$ cat src/rtl/mha_pkg.sv
// Shared definitions for the miss handler allocation arbiter.
// Assumes: nothing beyond IEEE 1800-2017.
package mha_pkg;

    typedef enum logic [1:0] {
        MISS_LOAD     = 2'd0,
        MISS_STORE    = 2'd1,
        MISS_PREFETCH = 2'd2
    } miss_kind_e;

    // Index width for a count of n items, never below one bit.
    function automatic int idx_width(input int n);
        return (n > 1) ? $clog2(n) : 1;
    endfunction

endpackage

$ cat src/rtl/mha_age_queue.sv
// Circular queue that keeps pending prefetch misses in arrival order.
// Assumes: the producer never pushes into a full queue unless a pop happens
// in the same cycle, and pop is requested only while the queue is non-empty.
module mha_age_queue #(
    parameter int DEPTH = 16,
    parameter int DW    = 8
) (
    input  logic          clk,
    input  logic          rst_n,
    input  logic          push,
    input  logic [DW-1:0] push_data,
    input  logic          pop,
    output logic [DW-1:0] head,
    output logic          nonempty
);
    localparam int PW = mha_pkg::idx_width(DEPTH);
    localparam int CW = $clog2(DEPTH + 1);
    localparam logic [PW-1:0] LAST = PW'(DEPTH - 1);

    logic [DW-1:0] slots [DEPTH];
    logic [PW-1:0] rd_ptr, wr_ptr;
    logic [CW-1:0] count;

    assign nonempty = (count != '0);
    assign head     = slots[rd_ptr];

    // Store the incoming entry at the write pointer.
    always_ff @(posedge clk) begin
        if (push) slots[wr_ptr] <= push_data;
    end

    // Advance pointers and occupancy.
    always_ff @(posedge clk) begin
        if (!rst_n) begin
            rd_ptr <= '0;
            wr_ptr <= '0;
            count  <= '0;
        end else begin
            if (push) wr_ptr <= (wr_ptr == LAST) ? '0 : wr_ptr + 1'b1;
            if (pop)  rd_ptr <= (rd_ptr == LAST) ? '0 : rd_ptr + 1'b1;
            case ({push, pop})
                2'b10:   count <= count + 1'b1;
                2'b01:   count <= count - 1'b1;
                default: count <= count;
            endcase
        end
    end


    no_overflow_chk: assert property (@(posedge clk) disable iff (!rst_n)
        push |-> (count < CW'(DEPTH)) || pop);


    no_underflow_chk: assert property (@(posedge clk) disable iff (!rst_n)
        pop |-> nonempty);

endmodule

$ cat src/rtl/mha_free_picker.sv
// Finds the lowest-numbered free register in the pool.
// Assumes: busy[i] is high for each register holding a request.
module mha_free_picker #(
    parameter int N  = 4,
    parameter int IW = 2
) (
    input  logic [N-1:0]  busy,
    output logic          any_free,
    output logic [IW-1:0] pick
);
    // Scan from the top so the lowest free index is the one that remains.
    always_comb begin
        pick = '0;
        for (int i = N - 1; i >= 0; i--) begin
            if (!busy[i]) pick = IW'(i);
        end
    end

    assign any_free = ~&busy;

endmodule

$ cat src/rtl/mha_entry_file.sv
// The miss-status register pool: valid bit, line address, request type and
// prefetch buffer index per register; allocation and release by index.
// Assumes: allocation targets a free register and completion a busy one.
module mha_entry_file #(
    parameter int N  = 4,
    parameter int AW = 26,
    parameter int PW = 4,
    parameter int IW = 2
) (
    input  logic          clk,
    input  logic          rst_n,
    input  logic          alloc,
    input  logic [IW-1:0] alloc_reg,
    input  logic [AW-1:0] alloc_addr,
    input  mha_pkg::miss_kind_e alloc_kind,
    input  logic [PW-1:0] alloc_pf_idx,
    input  logic          cmp_valid,
    input  logic [IW-1:0] cmp_reg,
    output logic [N-1:0]  busy,
    output logic          dmd_busy,
    output logic [AW-1:0] cmp_addr,
    output logic          pf_done_valid,
    output logic [PW-1:0] pf_done_idx
);
    import mha_pkg::*;

    logic [N-1:0]  valid_q;
    logic [AW-1:0] addr_q [N];
    miss_kind_e    kind_q [N];
    logic [PW-1:0] pfidx_q [N];
    logic [N-1:0]  rel_hit;
    logic [N-1:0]  is_dmd;

    // Decode completion and demand occupancy per register.
    for (genvar g = 0; g < N; g++) begin : g_decode
        assign rel_hit[g] = cmp_valid && (cmp_reg == IW'(g));
        assign is_dmd[g]  = valid_q[g] && (kind_q[g] != MISS_PREFETCH);
    end

    assign busy     = valid_q;
    assign dmd_busy = |is_dmd;

    // Release on completion, fill on allocation.
    always_ff @(posedge clk) begin
        for (int i = 0; i < N; i++) begin
            if (!rst_n) begin
                valid_q[i] <= 1'b0;
                kind_q[i]  <= MISS_LOAD;
                addr_q[i]  <= '0;
                pfidx_q[i] <= '0;
            end else if (rel_hit[i]) begin
                valid_q[i] <= 1'b0;
            end else if (alloc && alloc_reg == IW'(i)) begin
                valid_q[i] <= 1'b1;
                addr_q[i]  <= alloc_addr;
                kind_q[i]  <= alloc_kind;
                pfidx_q[i] <= alloc_pf_idx;
            end
        end
    end

    // Read out the contents of the register being released.
    always_comb begin
        cmp_addr      = '0;
        pf_done_valid = 1'b0;
        pf_done_idx   = '0;
        for (int i = 0; i < N; i++) begin
            if (rel_hit[i]) begin
                cmp_addr      = addr_q[i];
                pf_done_valid = valid_q[i] && (kind_q[i] == MISS_PREFETCH);
                pf_done_idx   = pfidx_q[i];
            end
        end
    end


    cmp_on_busy_chk: assert property (@(posedge clk) disable iff (!rst_n)
        cmp_valid |-> |(busy & rel_hit));


    release_frees_chk: assert property (@(posedge clk) disable iff (!rst_n)
        cmp_valid |=> !busy[$past(cmp_reg)]);


    single_demand_chk: assert property (@(posedge clk) disable iff (!rst_n)
        $countones(is_dmd) <= 1);

endmodule

$ cat src/rtl/mha_alloc_arbiter.sv
// Top of the miss handler allocation arbiter: queues prefetch misses by age,
// grants the lowest free register to the demand miss first, otherwise to
// the oldest queued prefetch, and reports completions.
// Assumes: 1 <= NUM_REGS <= 17; the prefetch buffer pushes each of its
// indices at most once until that index is reported done; dmd_req and its
// fields stay stable until dmd_ack.
module mha_alloc_arbiter #(
    parameter int NUM_REGS  = 4,
    parameter int ADDR_W    = 26,
    parameter int PFB_DEPTH = 16,
    localparam int REG_IW   = mha_pkg::idx_width(NUM_REGS),
    localparam int PFB_IW   = mha_pkg::idx_width(PFB_DEPTH)
) (
    input  logic              clk,
    input  logic              rst_n,
    input  logic              dmd_req,
    input  logic              dmd_is_store,
    input  logic [ADDR_W-1:0] dmd_addr,
    output logic              dmd_ack,
    input  logic              pf_push,
    input  logic [PFB_IW-1:0] pf_push_idx,
    input  logic [ADDR_W-1:0] pf_push_addr,
    output logic              gnt_valid,
    output logic [REG_IW-1:0] gnt_reg,
    output logic [1:0]        gnt_kind,
    output logic [ADDR_W-1:0] gnt_addr,
    output logic [PFB_IW-1:0] gnt_pf_idx,
    input  logic              cmp_valid,
    input  logic [REG_IW-1:0] cmp_reg,
    output logic [ADDR_W-1:0] cmp_addr,
    output logic              pf_done_valid,
    output logic [PFB_IW-1:0] pf_done_idx
);
    import mha_pkg::*;

    localparam int QW = ADDR_W + PFB_IW;

    logic [NUM_REGS-1:0] busy;
    logic                dmd_busy;
    logic                any_free;
    logic [REG_IW-1:0]   free_reg;
    logic                q_nonempty;
    logic [QW-1:0]       q_head;
    logic                take_dmd, take_pf;
    miss_kind_e          kind;

    mha_age_queue #(.DEPTH(PFB_DEPTH), .DW(QW)) u_queue (
        .clk(clk), .rst_n(rst_n),
        .push(pf_push), .push_data({pf_push_addr, pf_push_idx}),
        .pop(take_pf), .head(q_head), .nonempty(q_nonempty)
    );

    mha_free_picker #(.N(NUM_REGS), .IW(REG_IW)) u_picker (
        .busy(busy), .any_free(any_free), .pick(free_reg)
    );

    // Fixed priority: eligible demand first, then the oldest prefetch.
    always_comb begin
        take_dmd = dmd_req && !dmd_busy && any_free;
        take_pf  = !take_dmd && q_nonempty && any_free;
        if (take_dmd) kind = dmd_is_store ? MISS_STORE : MISS_LOAD;
        else          kind = MISS_PREFETCH;
    end

    assign dmd_ack    = take_dmd;
    assign gnt_valid  = take_dmd || take_pf;
    assign gnt_reg    = free_reg;
    assign gnt_kind   = kind;
    assign gnt_addr   = take_dmd ? dmd_addr : q_head[QW-1:PFB_IW];
    assign gnt_pf_idx = take_pf ? q_head[PFB_IW-1:0] : '0;

    mha_entry_file #(.N(NUM_REGS), .AW(ADDR_W), .PW(PFB_IW), .IW(REG_IW)) u_file (
        .clk(clk), .rst_n(rst_n),
        .alloc(gnt_valid), .alloc_reg(free_reg), .alloc_addr(gnt_addr),
        .alloc_kind(kind), .alloc_pf_idx(gnt_pf_idx),
        .cmp_valid(cmp_valid), .cmp_reg(cmp_reg),
        .busy(busy), .dmd_busy(dmd_busy), .cmp_addr(cmp_addr),
        .pf_done_valid(pf_done_valid), .pf_done_idx(pf_done_idx)
    );


    grant_to_free_chk: assert property (@(posedge clk) disable iff (!rst_n)
        gnt_valid |-> !busy[gnt_reg]);


    grant_takes_reg_chk: assert property (@(posedge clk) disable iff (!rst_n)
        gnt_valid |=> busy[$past(gnt_reg)]);


    demand_first_chk: assert property (@(posedge clk) disable iff (!rst_n)
        (dmd_req && !dmd_busy && !dmd_ack) |-> !gnt_valid);


    ack_is_grant_chk: assert property (@(posedge clk) disable iff (!rst_n)
        dmd_ack |-> gnt_valid && gnt_kind != 2'd2);


    done_needs_cmp_chk: assert property (@(posedge clk) disable iff (!rst_n)
        pf_done_valid |-> cmp_valid);

endmodule

$ cat config.mk
export PLATFORM = sky130hd
export DESIGN_NAME = mha_alloc_arbiter
export DESIGN_NICKNAME = d
export VERILOG_FILES = /design/src/rtl/mha_pkg.sv /design/src/rtl/mha_age_queue.sv /design/src/rtl/mha_free_picker.sv /design/src/rtl/mha_entry_file.sv /design/src/rtl/mha_alloc_arbiter.sv
export SDC_FILE = /design/constraint.sdc
export NUM_CORES = 1
export LEC_CHECK = 0
export ABC_AREA = 1
export CORE_MARGIN = 10
export CORE_UTILIZATION = 33
export DETAILED_ROUTE_END_ITERATION = 7
export PLACE_DENSITY_LB_ADDON = 0.1
export SLEW_MARGIN = 20
export SYNTH_ARGS = -nofsm -noshare
export SYNTH_HDL_FRONTEND = slang
export SYNTH_SLANG_ARGS = --single-unit
$ cat constraint.sdc
create_clock -name clk -period 2.97 [get_ports clk]
set_clock_uncertainty 0.2 [all_clocks]
set_input_delay 0.594 -clock clk [delete_from_list [all_inputs] [get_ports clk]]
set_output_delay 0.594 -clock clk [all_outputs]
set_load 0.02 [all_outputs]
Word-level counts from Yosys, hierarchy flattened

Memory sizes are Yosys's and may differ from the RTL's. A register that Yosys moved wholly into a read port is not among the register bits.
Index checks and enable logic that the tools add are counted.

Bits in registers: 17
Memory bits (writable): 608
Word-level logic and storage cells: 136
Memories kept: 4

Memories:

| name           | depth | width | read ports | clocked after Yosys merged registers in | wr ports | RTL line             | text |
|---|---|---|---|---|---|---|---|
| u_queue.slots  | 16    | 30    | 1          | 1                                       | 1        | mha_age_queue.sv:20  | `logic [DW-1:0] slots [DEPTH];` |
| u_file.addr_q  | 4     | 26    | 4          | 0                                       | 4        | mha_entry_file.sv:28 | `logic [AW-1:0] addr_q [N];` |
| u_file.pfidx_q | 4     | 4     | 4          | 0                                       | 4        | mha_entry_file.sv:30 | `logic [PW-1:0] pfidx_q [N];` |
| u_file.kind_q  | 4     | 2     | 4          | 0                                       | 4        | mha_entry_file.sv:29 | `miss_kind_e kind_q [N];` |

$add $sub $neg: 4
Eq/ne operators: 18
Muxes and demuxes: 56
Bitwise operators: 13
Reductions and logical operators: 34

Operator list:

| operator                                                              | count |
|---|---|
| 26-bit 2-to-1 mux                                                     | 9 |
| 4-bit 2-to-1 mux                                                      | 13 |
| 1-bit 2-to-1 mux                                                      | 24 |
| 1-bit logical AND                                                     | 20 |
| 2-bit equality test, second input constant                            | 9 |
| 2-bit 2-to-1 mux                                                      | 9 |
| 1-bit bitwise OR                                                      | 12 |
| 5-bit case mux with 2 select lines                                    | 1 |
| 4-bit by 1-bit adder with 4-bit output, second input constant         | 2 |
| 4-bit equality test, second input constant                            | 2 |
| 2-bit != test, second input constant                                  | 4 |
| 2-bit OR reduction                                                    | 4 |
| 2-bit by 1-bit equality test with 1-bit output, second input constant | 3 |
| 5-bit by 1-bit adder with 5-bit output, second input constant         | 1 |
| 5-bit nonzero test                                                    | 1 |
| 5-bit by 1-bit subtractor with 5-bit output, second input constant    | 1 |
| 2-bit zero test                                                       | 2 |
| 4-bit AND reduction                                                   | 1 |
| 4-bit OR reduction                                                    | 1 |
| 1-bit zero test                                                       | 3 |
| 2-bit nonzero test                                                    | 1 |
| 1-bit logical OR                                                      | 1 |
| 1-bit inverter                                                        | 1 |

Depth between registers and ports, before layout

Gate-level depths: netlist of the first run.

Depth after elaboration: 16
Gate-level depth with buffers: 20

By module

Synthesis of the first run repeated with hierarchy kept, for this count alone.

Cell total of the unflattened synthesis: 2,290
Area, all modules: 26,451.6 um2

By module, submodules not included:

| module            | times used | cells an instance | area an instance (um2) | sequential area each (um2) |
|---|---|---|---|---|
| mha_age_queue     | 1          | 1,644             | 20,279.4               | 14,754.2 |
| mha_entry_file    | 1          | 535               | 5,710.5                | 3,923.8 |
| mha_alloc_arbiter | 1          | 102               | 425.4                  | 0.0 |
| mha_free_picker   | 1          | 9                 | 36.3                   | 0.0 |

Worst setup path after synthesis of the first run

No wires, ideal clock.

Path type: input -> register
Start: input port pf_push
End: memory u_queue.slots[15][0] (netlist name) (enable)
Arrival time: 2,021 ps
Slack: 331 ps
Stages: 2
Path buffers: 0
Cells stage by stage: nand2_1 > nor2_1

Longest elaborated chain between the ends: 2

Ends and longest elaborated chain:

| item                                   | RTL line                | text |
|---|---|---|
| from (decl)                            | mha_alloc_arbiter.sv:20 | `input logic pf_push,` |
| 1-bit 2-to-1 mux                       | mha_age_queue.sv:29     | `if (push) slots[wr_ptr] <= push_data;` |
| 1-bit 2-to-1 mux (implied by the code) | mha_age_queue.sv:29     |  |
| to (decl)                              | mha_age_queue.sv:20     |  |

Every way passes these cells.

==> results.json, run 1 <==
{
  "netlist_instances": 2281,
  "vias": 18300,
  "grt_first_pass_wirelength_um": 124000,
  "violations": "negative setup slack",
  "die_w_um": 301,
  "leakagePower_nw": 13.4,
  "cts_tree": "yes",
  "critPathMaxFanout": 7,
  "track_usage_pct": 18.3,
  "post-route-min-period_ps": 3180,
  "cts_buffer_depth": 3,
  "tightest_slew_ps": 654,
  "setup_slack_ps": -213,
  "crit_arrival_ps": 2390,
  "powerDensity_nw_per_um2": 930,
  "hold_path.class": "reg2reg",
  "place_hpwl_um": 50100,
  "slew_viol_final": 0,
  "layout_commonest_cell": "edfxtp_1",
  "gp_congestion": 0.778,
  "antenna_found_initial": 2,
  "ir_worst_vdd_mv": 0.419,
  "cp_slowest_cell": "dfxtp_4",
  "endpoint_kind": "output port",
  "area_growth_syn_to_layout_pct": 35.2,
  "status": "finished with violations",
  "fillers": 7149,
  "grt_max_degree": 33,
  "avgSynthCellArea_um2": 11.4,
  "synth-seq-cells": 629,
  "start_kind": "register",
  "die-area_um2": 90500,
  "critical_path_buf_inv_count": 7,
  "ioPinCount": 131,
  "io_buffers": 130,
  "cap_violations": 0,
  "finalNetCount": 2688,
  "drive_gt1_share_pct": 27.6,
  "p_total_mw": 32.7,
  "worstPathRequired_ps": 2180,
  "finalHoldViolCount": 0,
  "maxSlewHeadroom_pct": 56.3,
  "syn-cell-area_um2": 26000,
  "routed_wl_um": 86000,
  "crit_type": "reg2out",
  "start_util_pct": 33.4,
  "fin_util_pct": 45.2,
  "vias_per_cell": 4.95,
  "root_buffer": "clkbuf_16",
  "routedWlPerCell_um": 23.2,
  "cts-htree-levels": 3,
  "critPathMaxStageDelay_ps": 440,
  "overflow": 0,
  "ff_latch_area_um2": 18700,
  "min_period_over_period_pct": 107,
  "fmax_ghz": 0.314,
  "dp_cells": 3494,
  "dr.first_iter.drc_count": 1521,
  "clkLatencyLatePin_ps": 620,
  "setup_viol": 30,
  "ys_types": 38,
  "path_cells": "buf_12, inv_16, buf_16, buf_12, buf_16, nand2_1, nand3_1, nand3_1, nand2_1, nand2_1, nand3_2, nand2_2, inv_2, buf_6",
  "clk_pin_slew_ps": 50,
  "post-route-drc-count": 0,
  "multiInputGateArea_um2": 7670,
  "final_antenna_net_count": 0,
  "coreArea_um2": 77800,
  "grt_pass1_vias": 18000,
  "most-common-layout-cells": "608 x edfxtp_1, 598 x nand2_1, 314 x nand3_1",
  "synth_warnings": 0,
  "cts-buffers-inserted": 72,
  "crit_family": "buffers and inverters",
  "syn_nets": 2353,
  "num_rows": 102,
  "cpMostUsedCell": "nand2_1",
  "drtPass1Iterations": 7,
  "finalNonFillerCells": 3708,
  "seq_area_frac_synth_pct": 71.8,
  "rsz0062_at_grt": "true",
  "die_h_um": 301,
  "clock-sinks": 629
}
## timing repair
item,CTS,global route
buffers inserted,34,17
endpoints found under the setup margin,65,62
resized for setup,529,201
hold endpoints to repair,0,0
hold buffers,0,0
pin swaps,77,66
gates cloned,23,16
## stage by stage
step                TNS [ps]  cell area (um^2)  hold slack (ps)  setup WS, ps
finish                 -3650             35200              306          -213
global placement      -21130             30200              285          -445
detailed placement    -22920             30200              288          -551
floorplan                  0             26000              261           331
global route           -6630             35200              330          -319
CTS                    -5080             34100              300          -240
## cell families after synthesis
kind of cell	share of synthesized area [%]
compound gates	1.56
xor+xnor	0.168
fa+ha+maj	0.385
buf+inv	3.82
flops	71.8
mux	0.0385
simple gates	22.3
## routing by layer
layer  GRT usage (%)  share of wire [%]  wire length [um]
met1            25.1                 46             39100
met2            30.2                 48             41600
met3            2.77                4.3              3720
met4            4.62                1.7              1470
met5               0             0.0081                 7
## worst register-to-register path: stages (launching register included)
cell	delay, ps
edfxtp_1	380
nand2_1	120
nand2_1	60
nand2_1	70
inv_1	70
nand2_4	110
buf_12	160
nand2_1	120
inv_4	130
buf_4	140
ha_2	200
buf_4	150
nand2_1	60
inv_1	110
nor2_4	60
a22oi_1	210
nand2_1	100
nand2_1	70
nand3_1	60
nand2_1	60
inv_1	30
## final cells by class
type | instances | share of cell area, %
Timing Repair inverter | 1 | 0.0462
Clock buffer | 97 | 5.51
Tap cell | 1040 | 3.70
Multi-Input combinational cell | 1438 | 21.8
Antenna cell | 1 | 0.00711
Inverter | 83 | 0.974
Timing Repair Buffer | 391 | 14.3
Clock inverter | 28 | 0.583
Sequential cell | 629 | 53.1
## synth_stat cells
library cell | n | area [um^2]
buf_6 | 3 | 33.8
buf_4 | 21 | 158
inv_1 | 74 | 278
a211oi_1 | 1 | 7.51
inv_2 | 5 | 18.8
a22oi_1 | 21 | 158
nand2_4 | 1 | 11.3
a21oi_1 | 10 | 50.1
o21ai_0 | 9 | 45.0
o21ai_2 | 1 | 8.76
dfxtp_1 | 21 | 420
o22ai_1 | 9 | 56.3
nor2_2 | 2 | 12.5
a21boi_0 | 1 | 7.51
ha_1 | 8 | 100
inv_4 | 1 | 6.26
clkinv_1 | 3 | 11.3
nor3_1 | 3 | 15.0
xnor2_1 | 1 | 8.76
or2_0 | 5 | 31.3
clkbuf_1 | 31 | 116
nor2_4 | 1 | 11.3
nor2_1 | 155 | 582
nand3_1 | 434 | 2170
edfxtp_1 | 608 | 18300
xor2_1 | 4 | 35.0
a31oi_1 | 9 | 56.3
buf_1 | 7 | 26.3
mux2i_1 | 1 | 10.0
or2_2 | 1 | 6.26
nand4_1 | 9 | 56.3
nand3_2 | 3 | 30.0
nand2_1 | 723 | 2710
o21a_1 | 1 | 7.51
buf_2 | 69 | 345
or2_1 | 20 | 125
nand2_2 | 4 | 25.0
o311ai_0 | 1 | 8.76
## state kept, by name, indices dropped and copies added (netlist names), named ones only
name / flops
u_queue.wr_ptr: 4
u_file.busy: 4
u_queue.rd_ptr: 4
u_queue.slots: 480
u_file.pfidx_q: 16
u_file.addr_q: 104
u_queue.count: 5
u_file.kind_q: 8
## power breakdown
part / total, mW / switching, mW / internal [mW]
clock network: 8.24 / 3.50 / 4.75
logic: 13.8 / 7.75 / 6.04
registers: 10.7 / 0.249 / 10.5
## final timing paths
path / from / slack, ps / cells after the start / to
max: register / -210 / 14 / gnt_addr[24]
min: u_queue.count[4] / 310 / 2 / u_queue.count[4]
max reg2reg: u_file.kind_q[3][1] / 190 / 20 / u_queue.count[3]
min reg2reg: u_queue.count[4] / 310 / 2 / u_queue.count[4]
(Power assumes the default switching activity.)
==> inputs of run 2 (changes only) <==
- ABC_AREA: 1 -> unset
- CORE_UTILIZATION: 33 -> 25
- CTS_CLUSTER_SIZE: unset -> 30
==> run 2 against run 1 <==
  * The flow still finishes with violations (negative setup slack)
  * Total power down 16%
  * Highest routed layer unchanged
  * Largest power group is now registers
  * First-iteration DRC count down 43%
  * Synthesized cell count down 41%
  * Sequential share of layout area up 2.4 points
  * Area after synthesis down 3.3%
  * Worst setup slack worse by 350 ps
  * Final cell count down 17%
  * Combinational power down 40%
  * Worst hold slack worse by 4.1 ps
  * Flip-flop and latch count unchanged
==> results.json, run 2 <==
{
  "status": "finished with violations",
  "violations": "negative setup slack",
  "vias_per_cell": 4.49,
  "ys.flop_type": "edfxtp_1",
  "dp_cells": 2887,
  "dr.first_iter.drc_count": 863,
  "crit_arrival_ps": 2740,
  "ff2ff_setup_slack_ps": 60,
  "coreArea_um2": 100000,
  "hold_path.class": "reg2reg",
  "cts_tree": "yes",
  "reg.largest.list": "u_queue.slots x480, u_file.addr_q x104, u_file.pfidx_q x16",
  "endpoint_kind": "output port",
  "grt_max_degree": 34,
  "die_w_um": 337,
  "powerDensity_nw_per_um2": 821,
  "track_usage_pct": 13.4,
  "ioPinCount": 131,
  "vias": 13800,
  "finalHoldViolCount": 0,
  "yosysMostFrequentCell": "edfxtp_1",
  "io_buffers": 130,
  "clk_pin_slew_ps": 60,
  "fmax_ghz": 0.283,
  "avgSynthCellArea_um2": 18.6,
  "netlist_instances": 1350,
  "finalNetCount": 1802,
  "cts-htree-levels": 3,
  "ys_types": 55,
  "maxSlewHeadroom_pct": 50.2,
  "synth_warnings": 0,
  "slew_viol_final": 0,
  "fin_util_pct": 33.7,
  "clock-sinks": 629,
  "cts_buffer_depth": 3,
  "synth-seq-cells": 629,
  "synth.area.top_cells": "edfxtp_1 73%, mux4_2 12%, a22oi_1 2.8%, nor2_1 2.0%, dfxtp_1 1.7%",
  "leakagePower_nw": 11.5,
  "gp_congestion": 0.752,
  "synth_top_area_share_pct": 72.6,
  "clkLatencyLatePin_ps": 610,
  "finalNonFillerCells": 3081,
  "overflow": 0,
  "synth-edff-count": 608,
  "ir_worst_vdd_mv": 0.393,
  "syn_nets": 1422,
  "layout_commonest_cell": "edfxtp_1",
  "setup_viol": 30,
  "whs_ps": 302,
  "cap_violations": 0,
  "drtPass1Iterations": 4,
  "yosysTopAreaCell": "edfxtp_1",
  "seq_area_frac_synth_pct": 74.3,
  "fillers": 9517,
  "syn-cell-area_um2": 25200,
  "stdcell_area_um2": 33700,
  "area_growth_syn_to_layout_pct": 33.8,
  "start_kind": "register",
  "routed_wl_um": 76300,
  "die_h_um": 337,
  "largest_reg_flops": 480,
  "grt_first_pass_wirelength_um": 109000,
  "n_antenna_cell": 0,
  "drive_gt1_share_pct": 38.1,
  "grt_pass1_vias": 14700,
  "largest_register": "u_queue.slots",
  "tightest_slew_ps": 739,
  "crit_type": "reg2out",
  "setup_slack_ps": -567,
  "critPathMaxFanout": 7,
  "synthArstFlopShare_pct": 0,
  "final_antenna_net_count": 0,
  "place_hpwl_um": 46700,
  "routedWlPerCell_um": 24.8,
  "cts-buffers-inserted": 75,
  "post-route-drc-count": 0,
  "most-common-layout-cells": "608 x edfxtp_1, 143 x buf_4, 130 x mux4_2",
  "cts-hold-fix-buffers": 0,
  "worstPathRequired_ps": 2180,
  "post-route-min-period_ps": 3540,
  "root_buffer": "clkbuf_16",
  "rsz0062_at_grt": "true",
  "placed_cell_area_um2": 29900,
  "num_rows": 116,
  "start_util_pct": 25.2,
  "antenna_found_initial": 5,
  "die-area_um2": 114000,
  "synth_common_cells": "608 x edfxtp_1, 131 x nor2_1, 130 x mux4_2",
  "min_period_over_period_pct": 119
}
run 2: layout make-up:
| cell class | count | area [um^2] | share of cell area, % |
|---|---|---|---|
| clock buffers | 105 | 2060 | 6.13 |
| clock inverters | 25 | 240 | 0.714 |
| inverters | 39 | 146 | 0.435 |
| multi-input cells | 602 | 6480 | 19.3 |
| flip-flops and latches | 629 | 18700 | 55.5 |
| well taps | 1298 | 1620 | 4.83 |
| repair buffers | 383 | 4410 | 13.1 |
run 2: where the power goes:
group | internal (mW) | total, mW | switching, mW
registers | 10.4 | 10.6 | 0.209
logic | 4.23 | 8.32 | 4.09
clock network | 5.12 | 8.71 | 3.59
run 2: worst paths after layout:
kind	from	endpoint	cells after the start
worst min register to register	u_queue.count[4]	u_queue.count[4]	2
worst max-delay path	register	gnt_pf_idx[2]	9
worst min-delay path	u_queue.count[4]	u_queue.count[4]	2
worst max register to register	u_queue.count[0]	u_queue.count[4]	13
run 2: timing repair:
action / in CTS / in global routing
resized for setup: 398 / 37
cloned: 10 / 0
pin swaps: 64 / 33
setup buffers: 58 / 14
endpoints found under the hold margin: 0 / 0
endpoints found under the setup margin: 66 / 38
run 2: cell families (layout without fill, tap and decap cells):
group | count (synthesis) | count (layout) | synth area share [%]
compound gates | 143 | 143 | 4.05
fa+ha+maj | 8 | 8 | 0.398
flops | 629 | 629 | 74.3
buf+inv | 119 | 552 | 2.24
xor+xnor | 5 | 5 | 0.174
simple gates | 278 | 278 | 4.96
mux | 168 | 168 | 13.9
run 2: critical path, cell delays in order, from the launching register on:
cell and delay (ps):
dfxtp_4 440, buf_6 140, buf_16 150, buf_4 130, buf_8 110, mux4_2 490, mux2_4 290, a21oi_4 180
nor2_4 60, buf_6 130
run 2: layer usage:
metal	up-vias	global-route usage, %	part of all wire [%]
li1	6177	-	-
met3	86	2.30	4.3
met2	276	22.5	49
met5	-	0	0.073
met4	10	3.22	1.6
met1	7296	17.8	45
run 2: through the flow:
| step | setup slack (ps) | power [mW] | TNS [ps] |
|---|---|---|---|
| 2_1_floorplan | -486 | 14.3 | -31210 |
| 3_3_place_gp | -698 | 17.7 | -33390 |
| 3_5_place_dp | -668 | 17.7 | -32380 |
| 4_1_cts | -650 | 28.2 | -19410 |
| 5_1_grt | -677 | 28.9 | -18170 |
| 6_report | -567 | 27.6 | -14860 |
